==> config.mk <==
export PLATFORM = sky130hd
export DESIGN_NAME = vid656_rx_filter
export DESIGN_NICKNAME = d
export VERILOG_FILES = /design/src/rtl/vid656_pkg.sv /design/src/rtl/vid656_trs_window.sv /design/src/rtl/vid656_capture_gate.sv /design/src/rtl/vid656_rx_filter.sv
export SDC_FILE = /design/constraint.sdc
export NUM_CORES = 1
export LEC_CHECK = 0
export ABC_CLOCK_PERIOD_IN_PS = 3100
export BUFFER_PORTS_ARGS = -buffer_cell sky130_fd_sc_hd__buf_2
export CORE_ASPECT_RATIO = 0.5
export CORE_MARGIN = 2
export CORE_UTILIZATION = 57
export CTS_CLUSTER_DIAMETER = 100
export DETAILED_ROUTE_END_ITERATION = 8
export HOLD_SLACK_MARGIN = 0.03
export PLACE_DENSITY = 0.79
export SYNTH_ARGS = -nofsm -noshare
export SYNTH_HDL_FRONTEND = slang
export SYNTH_HIERARCHICAL = 1
export SYNTH_SLANG_ARGS = --single-unit
==> constraint.sdc <==
create_clock -name clk -period 3.1 [get_ports clk]
set_clock_uncertainty 0.2 [all_clocks]
set_input_delay 0.155 -clock clk [delete_from_list [all_inputs] [get_ports clk]]
set_output_delay 0.155 -clock clk [all_outputs]
set_load 0.05 [all_outputs]
==> src/rtl/vid656_pkg.sv <==
package vid656_pkg;

    localparam int unsigned ELEM_W   = 10;
    localparam int unsigned NARROW_W = 8;
    localparam int unsigned HOLD_LEN = 3;

    typedef enum logic [1:0] {
        CAP_ACTIVE    = 2'd0,
        CAP_VBI       = 2'd1,
        CAP_FIELD     = 2'd2,
        CAP_FIELD_ALT = 2'd3
    } cap_mode_e;

    typedef enum logic [1:0] {
        EL_DATA   = 2'd0,
        EL_PREFIX = 2'd1,
        EL_CTRL   = 2'd2
    } el_kind_e;

    typedef struct packed {
        logic f;
        logic v;
        logic h;
    } trs_flags_t;

    function automatic logic [ELEM_W-1:0] elem_mask(input logic wide);
        return wide ? {ELEM_W{1'b1}} : {{(ELEM_W-NARROW_W){1'b0}}, {NARROW_W{1'b1}}};
    endfunction

    function automatic logic [ELEM_W-1:0] all_ones(input logic wide);
        return elem_mask(wide);
    endfunction

    function automatic logic lead_set(input logic [ELEM_W-1:0] x, input logic wide);
        return wide ? x[ELEM_W-1] : x[NARROW_W-1];
    endfunction

    // F, V, H sit just below the leading one
    function automatic trs_flags_t decode_trs(input logic [ELEM_W-1:0] x, input logic wide);
        trs_flags_t t;
        if (wide) begin
            t.f = x[ELEM_W-2];
            t.v = x[ELEM_W-3];
            t.h = x[ELEM_W-4];
        end else begin
            t.f = x[NARROW_W-2];
            t.v = x[NARROW_W-3];
            t.h = x[NARROW_W-4];
        end
        return t;
    endfunction

endpackage

==> src/rtl/vid656_trs_window.sv <==
module vid656_trs_window
    import vid656_pkg::*;
(
    input  logic              clk,
    input  logic              rst,
    input  logic              wide,
    input  logic              in_valid,
    input  logic [ELEM_W-1:0] in_data,
    output logic              ex_valid,
    output logic [ELEM_W-1:0] ex_data,
    output el_kind_e          ex_kind,
    output trs_flags_t        ex_flags
);
    localparam int unsigned TOP = HOLD_LEN - 1;

    logic [ELEM_W-1:0] dat [HOLD_LEN];
    el_kind_e          tag [HOLD_LEN];
    logic [HOLD_LEN-1:0] vld;
    trs_flags_t        grp;
    logic [ELEM_W-1:0] x;
    logic              prefix_ok;
    logic              pre_hit;

    assign x = in_data & elem_mask(wide);

    // held elements are all-ones, zero, zero and the new word has its leading one
    always_comb begin
        prefix_ok = (&vld) && (dat[TOP] == all_ones(wide));
        for (int i = 0; i < int'(HOLD_LEN); i++) begin
            if (tag[i] != EL_DATA) prefix_ok = 1'b0;
            if (i < int'(TOP) && dat[i] != '0) prefix_ok = 1'b0;
        end
        pre_hit = prefix_ok && lead_set(x, wide);
    end

    always_comb begin
        ex_valid = in_valid && vld[TOP];
        ex_data  = dat[TOP];
        if (pre_hit) begin
            ex_kind  = EL_PREFIX;
            ex_flags = decode_trs(x, wide);
        end else if (tag[TOP] == EL_CTRL) begin
            ex_kind  = EL_CTRL;
            ex_flags = decode_trs(dat[TOP], wide);
        end else begin
            ex_kind  = tag[TOP];
            ex_flags = grp;
        end
    end

    always_ff @(posedge clk) begin
        if (rst) begin
            vld <= '0;
            grp <= '0;
            for (int i = 0; i < int'(HOLD_LEN); i++) begin
                dat[i] <= '0;
                tag[i] <= EL_DATA;
            end
        end else if (in_valid) begin
            for (int i = TOP; i > 0; i--) begin
                dat[i] <= dat[i-1];
                tag[i] <= pre_hit ? EL_PREFIX : tag[i-1];
                vld[i] <= vld[i-1];
            end
            dat[0] <= x;
            tag[0] <= pre_hit ? EL_CTRL : EL_DATA;
            vld[0] <= 1'b1;
            if (pre_hit) grp <= decode_trs(x, wide);
        end
    end
endmodule

==> src/rtl/vid656_capture_gate.sv <==
module vid656_capture_gate
    import vid656_pkg::*;
(
    input  logic              clk,
    input  logic              rst,
    input  logic [1:0]        mode,
    input  logic              ex_valid,
    input  logic [ELEM_W-1:0] ex_data,
    input  el_kind_e          ex_kind,
    input  trs_flags_t        ex_flags,
    output logic              out_valid,
    output logic [ELEM_W-1:0] out_data,
    output logic              out_sol,
    output logic              out_sof,
    output logic              out_field
);
    cap_mode_e cmode;
    logic      in_act;
    logic      vflag;
    logic      keep;
    logic      is_sav;

    assign cmode  = cap_mode_e'(mode);
    assign is_sav = ex_valid && (ex_kind == EL_CTRL) && !ex_flags.h;

    // capture rules
    always_comb begin
        if (ex_kind == EL_DATA) begin
            case (cmode)
                CAP_ACTIVE: keep = in_act && !vflag;
                CAP_VBI:    keep = vflag;
                default:    keep = 1'b1;
            endcase
        end else begin
            case (cmode)
                CAP_ACTIVE: keep = 1'b0;
                CAP_VBI:    keep = ex_flags.v;
                default:    keep = 1'b1;
            endcase
        end
    end

    always_ff @(posedge clk) begin
        if (rst) begin
            in_act    <= 1'b0;
            vflag     <= 1'b0;
            out_valid <= 1'b0;
            out_data  <= '0;
            out_sol   <= 1'b0;
            out_sof   <= 1'b0;
            out_field <= 1'b0;
        end else begin
            out_valid <= ex_valid && keep;
            out_data  <= ex_data;
            out_sol   <= is_sav;
            out_sof   <= is_sav && (ex_flags.f != out_field);
            if (ex_valid && ex_kind == EL_CTRL) begin
                vflag  <= ex_flags.v;
                in_act <= !ex_flags.h;
            end
            if (is_sav) out_field <= ex_flags.f;
        end
    end
endmodule

==> src/rtl/vid656_rx_filter.sv <==
module vid656_rx_filter
    import vid656_pkg::*;
(
    input  logic              clk,
    input  logic              rst,
    input  logic              cfg_wide,
    input  logic [1:0]        cfg_mode,
    input  logic              in_valid,
    input  logic [ELEM_W-1:0] in_data,
    output logic              out_valid,
    output logic [ELEM_W-1:0] out_data,
    output logic              out_sol,
    output logic              out_sof,
    output logic              out_field
);
    logic              ex_valid;
    logic [ELEM_W-1:0] ex_data;
    el_kind_e          ex_kind;
    trs_flags_t        ex_flags;

    vid656_trs_window u_window (
        .clk      (clk),
        .rst      (rst),
        .wide     (cfg_wide),
        .in_valid (in_valid),
        .in_data  (in_data),
        .ex_valid (ex_valid),
        .ex_data  (ex_data),
        .ex_kind  (ex_kind),
        .ex_flags (ex_flags)
    );

    vid656_capture_gate u_gate (
        .clk       (clk),
        .rst       (rst),
        .mode      (cfg_mode),
        .ex_valid  (ex_valid),
        .ex_data   (ex_data),
        .ex_kind   (ex_kind),
        .ex_flags  (ex_flags),
        .out_valid (out_valid),
        .out_data  (out_data),
        .out_sol   (out_sol),
        .out_sof   (out_sof),
        .out_field (out_field)
    );
endmodule

# [After elaboration in Yosys (flattened, before gate mapping)]
# Memory sizes are Yosys's and may differ from the RTL's.
# Index checks and enable logic that the tools add are counted.
[totals] register_bits=22 ramBits=36 inputBits=16 out_inout_bits=14 word_cells=74 memories=2
[op_classes] n_eq_ne=5 n_mux=30 n_bitwise=7 reduce_logical=19
[mem_list] memory="u_window.dat" depth=3 width=10 read_ports=3 rd_clocked_by_memory_dff=0 write_ports=3 line_no="vid656_trs_window.sv:16" rtl="logic [ELEM_W-1:0] dat [HOLD_LEN];"
[mem_list] memory="u_window.tag" depth=3 width=2 read_ports=3 rd_clocked_by_memory_dff=0 write_ports=3 line_no="vid656_trs_window.sv:17" rtl="el_kind_e tag [HOLD_LEN];"
[op_table] cell="2-to-1 mux 10 bit" count=4
[op_table] cell="nonzero test 10 bit" count=2
[op_table] cell="2-to-1 mux 2 bit" count=8
[op_table] cell="2-to-1 mux 1 bit" count=12
[op_table] cell="2-to-1 mux 3 bit" count=4
[op_table] cell="bitwise AND 10 bit" count=1
[op_table] cell="== test 10 bit" count=1
[op_table] cell="logical AND 1 bit" count=8
[op_table] cell="bitwise OR 1 bit" count=6
[op_table] cell="nonzero test 2 bit" count=3
[op_table] cell="== test 2 bit, second input constant" count=2
[op_table] cell="zero test 2 bit" count=2
[op_table] cell="one-hot mux 1 bit (2 select lines)" count=2
[op_table] cell="AND reduction 3 bit" count=1
[op_table] cell="== test 2 x 1 -> 1 bit, second input constant" count=1
[op_table] cell="zero test 1 bit" count=2
[op_table] cell="AND reduction 2 bit" count=1
[op_table] cell="!= test 1 bit" count=1

# [Logic depth before layout (Yosys ltp)]
[depth] ltp_word=14 depth_mapped=9 mapped_depth_nobuf=7

# [By module]
# The synthesis kept the hierarchy.
[modules_own_cells] mod="vid656_trs_window" n_inst=1 cells_per_inst=139 area_each_um2=1861.8
[modules_own_cells] mod="vid656_capture_gate" n_inst=1 cells_per_inst=47 area_each_um2=528.0

# [Least setup slack after synthesis]
# OpenSTA, ideal clock, no wires.
[synth_path] path_type="register to register" from="memory u_window.dat[0][6]" to="register u_gate.out_sof" arrival_time_ps=2247 required_ps=2837 setup_slack_ps=589 stages_incl_launch_ff=8 n_path_buf=1 period_less_slack_ps=2511 path_cell_list="edfxtp_1 -> or4_4 -> nor4_4 -> and3_1 -> buf_6 -> mux2i_1 -> or4b_4 -> nor2_2"
[synth_lines] element="from (decl)" line_no="vid656_trs_window.sv:16"
[synth_lines] element="to (signal assigned)" line_no="vid656_capture_gate.sv:56" rtl="out_sof <= is_sav && (ex_flags.f != out_field);"
[synth_lines] element="to (decl)" line_no="vid656_capture_gate.sv:14" rtl="output logic out_sof,"

==> qor.yml <==
cts_sinks: 56
hold_start: "cfg_wide"
routed_wl_um: 4040
busiest_layer: "met2"
path_clk_slew_ns: 0.09
synth-seq-cells: 56
pin_count: 30
vias_per_cell: 5.29
ir_worst_vdd_mv: 0.257
maxSlewViolCount: 0
mostFrequentLayoutCells: "edfxtp_1 (34), and2_1 (31), buf_2 (29)"
max_stage_delay_ns: 0.51
vias: 1456
drtPass1Iterations: 4
cts_tree: "done"
r2r_start: "u_window/tag[0][5]"
use_met1_pct: 26.0
cp_slowest_cell: "or3b_2"
cp-start-kind: "flip-flop"
finalHoldViolations: 0
port_buffers: 29
syn2layout_area_growth_pct: 15.1
post-cts-setup-buffer-count: 0
track_usage_pct: 18.7
finalNonFillerCells: 275
synth-edff-count: 34
cts_made_buffers: 5
ys.warnings.count: 6
clk_path_buf_depth: 2
clk_latency_ns: 0.30
route.detailed.drc: 0
regToRegSetupSlack_ns: 0.21
p_leak_nw: 1.13
grt_pass1_vias: 1369
final_common_cell: "edfxtp_1"
cts_max_level: 2
grt_max_degree: 35
hold_ws_ns: 0.191
ys_types: 40
status: "finished clean"
post-route-period-util_pct: 93.2
multiInputGateArea_um2: 810
cts_resized: 0
fp.dieW_um: 95.6
dpl_worst_slack_ns: 0.265
fin_ws_ns: 0.212
ant_nets: 0
cp_max_fo: 9
dieArea_um2: 4760
ys_seq_area_share_pct: 61.2
async_reset_ff_share_pct: 0
hold_end: "u_window/dat[0][8]"
synth.avg_cell_area_um2: 12.8
antenna_found_initial: 0
path_cells: "or3b_2 > nor4_4 > and3_1 > mux2i_1 > or3b_1 > a21oi_1"
finalSetupTns_ns: 0
worstSetupEndpointType: "flip-flop"
period_minus_slack_ns: 2.89
hold_path_depth: 2
place.gp.congestion: 0.847
drt_iter0_markers: 97
maxCapViolations: 0
antenna_cells: 0
ys.flop_type: "edfxtp_1"
relSlewSlack_pct: 48.6
cts-root-buf: "clkbuf_8"
core_um2: 3960
rsz0062_at_grt: "no"
num-fill-cells: 302
powerDensity_nw_per_um2: 519
max_freq_mhz: 346
syn_area_um2: 2390
register_area_um2: 1460
rr_worst_depth: 6
grt_use_met2_pct: 28.2
setup_violations: 0
use_met3_pct: 5.20
regToRegEndpoint: "u_gate/out_field"
grt_overflow_total: 0
syn_inst: 186
post_drt_wl_per_cell_um: 14.7
worstSetupPathType: "reg -> reg"
die_height_um: 49.8
grt_pass1_wl_um: 6420
required_ns: 3.13
syn_nets: 202
hold_path.class: "in -> reg"
hpwl_um: 2840
final_nets: 236
drive_gt1_share_pct: 21.3
fp-row-count: 16
start_util_pct: 60.3
worst_slew_pin_slew_ns: 0.771
worst_ep_arrival_time_ns: 2.92
placed_cells: 252
-- synthesized netlist by cell type, types with 3 or more instances --
| cell type | count | share of area (%) |
|---|---|---|
| edfxtp_1 | 34 | 43 |
| and2_1 | 31 | 8.1 |
| dfxtp_1 | 22 | 18 |
| mux2i_1 | 13 | 5.4 |
| buf_4 | 10 | 3.1 |
| nor2_1 | 10 | 1.6 |
| nor2b_1 | 8 | 2.1 |
| a21oi_1 | 5 | 1.0 |
| clkbuf_1 | 5 | 0.79 |
| a311oi_1 | 3 | 1.1 |
| a41oi_1 | 3 | 1.1 |
| and2b_1 | 3 | 0.94 |
| and3_1 | 3 | 0.79 |
| or4_1 | 3 | 0.94 |
-- critical path: cells and delay by family, from the launching register on --
| family | cells | cell delay (ns) |
|---|---|---|
| compound gates | 1 | 0.13 |
| flops | 1 | 0.50 |
| mux | 1 | 0.34 |
| simple gates | 4 | 1.65 |
-- per-stage QoR --
step / power (W) / area [um2] / utilization, %
floorplan: 0.000951 / 2390 / -
global placement: 0.000975 / 2490 / 62.9
detailed placement: 0.000979 / 2490 / 62.9
CTS: 0.00144 / 2750 / 69.4
global route: 0.00148 / 2750 / 69.4
finish: 0.00143 / 2750 / 69.4
-- worst max-delay path by stage --
stage | from | end | slack (ns) | cells past startpoint
after detailed placement | u_window/tag[0][5] | u_gate/out_sof | 0.26 | 6
after floorplan | u_window/dat[0][6] | u_gate/out_sof | 0.59 | 7
after CTS | u_window/tag[0][5] | u_gate/out_field | 0.24 | 6
after global routing | u_window/tag[0][5] | u_gate/out_field | 0.03 | 6
after global placement | u_window/tag[0][5] | u_gate/out_sof | 0.36 | 6
final | u_window/tag[0][5] | u_gate/out_field | 0.21 | 6
-- state kept, by name (all words and copies together) (netlist names) --
register          count
u_gate/out_sol        1
u_gate/out_sof        1
u_window/dat         30
u_window/vld          3
u_gate/out_field      1
u_gate/out_valid      1
u_gate/vflag          1
u_gate/in_act         1
u_gate/out_data      10
u_window/grp          3
u_window/tag          4
-- timing repair --
item                                   CTS  global route
setup endpoints to repair                0             0
endpoints found under the hold margin   21             0
hold buffers                            15             0
-- power breakdown --
group          total [W]  internal (W)  switching (W)
sequential      0.000850      0.000829      0.0000212
clock           0.000451      0.000235       0.000215
combinational   0.000126     0.0000538      0.0000725
-- per-layer routing --
layer | vias up | wire, um | part of all wire (%)
met2 | 38 | 1720 | 43
li1 | 721 | - | -
met3 | 7 | 226 | 5.6
met1 | 690 | 2030 | 50
met4 | 0 | 66 | 1.6
met5 | - | 0 | 0
-- layout make-up --
class                      instances  share of cell area, %
timing repair buffer              45                   11.0
clock buffer                       5                   2.50
tap                               54                   2.46
clock inverter                     3                   1.36
inverter                           1                  0.136
multi-input combinational        111                   29.4
sequential                        56                   53.1
-- cells by family (layout without fill, tap and decap cells) --
logic type,Yosys count,after routing,share of synthesized area [%]
AO/OA/AOI/OAI,17,17,5.08
XOR/XNOR,1,1,0.367
multiplexers,13,13,5.44
buffers and inverters,19,54,4.97
flip-flops,56,56,61.2
AND/OR/NAND/NOR,80,80,23.0
No activity file was read; power rests on OpenSTA's default activity.
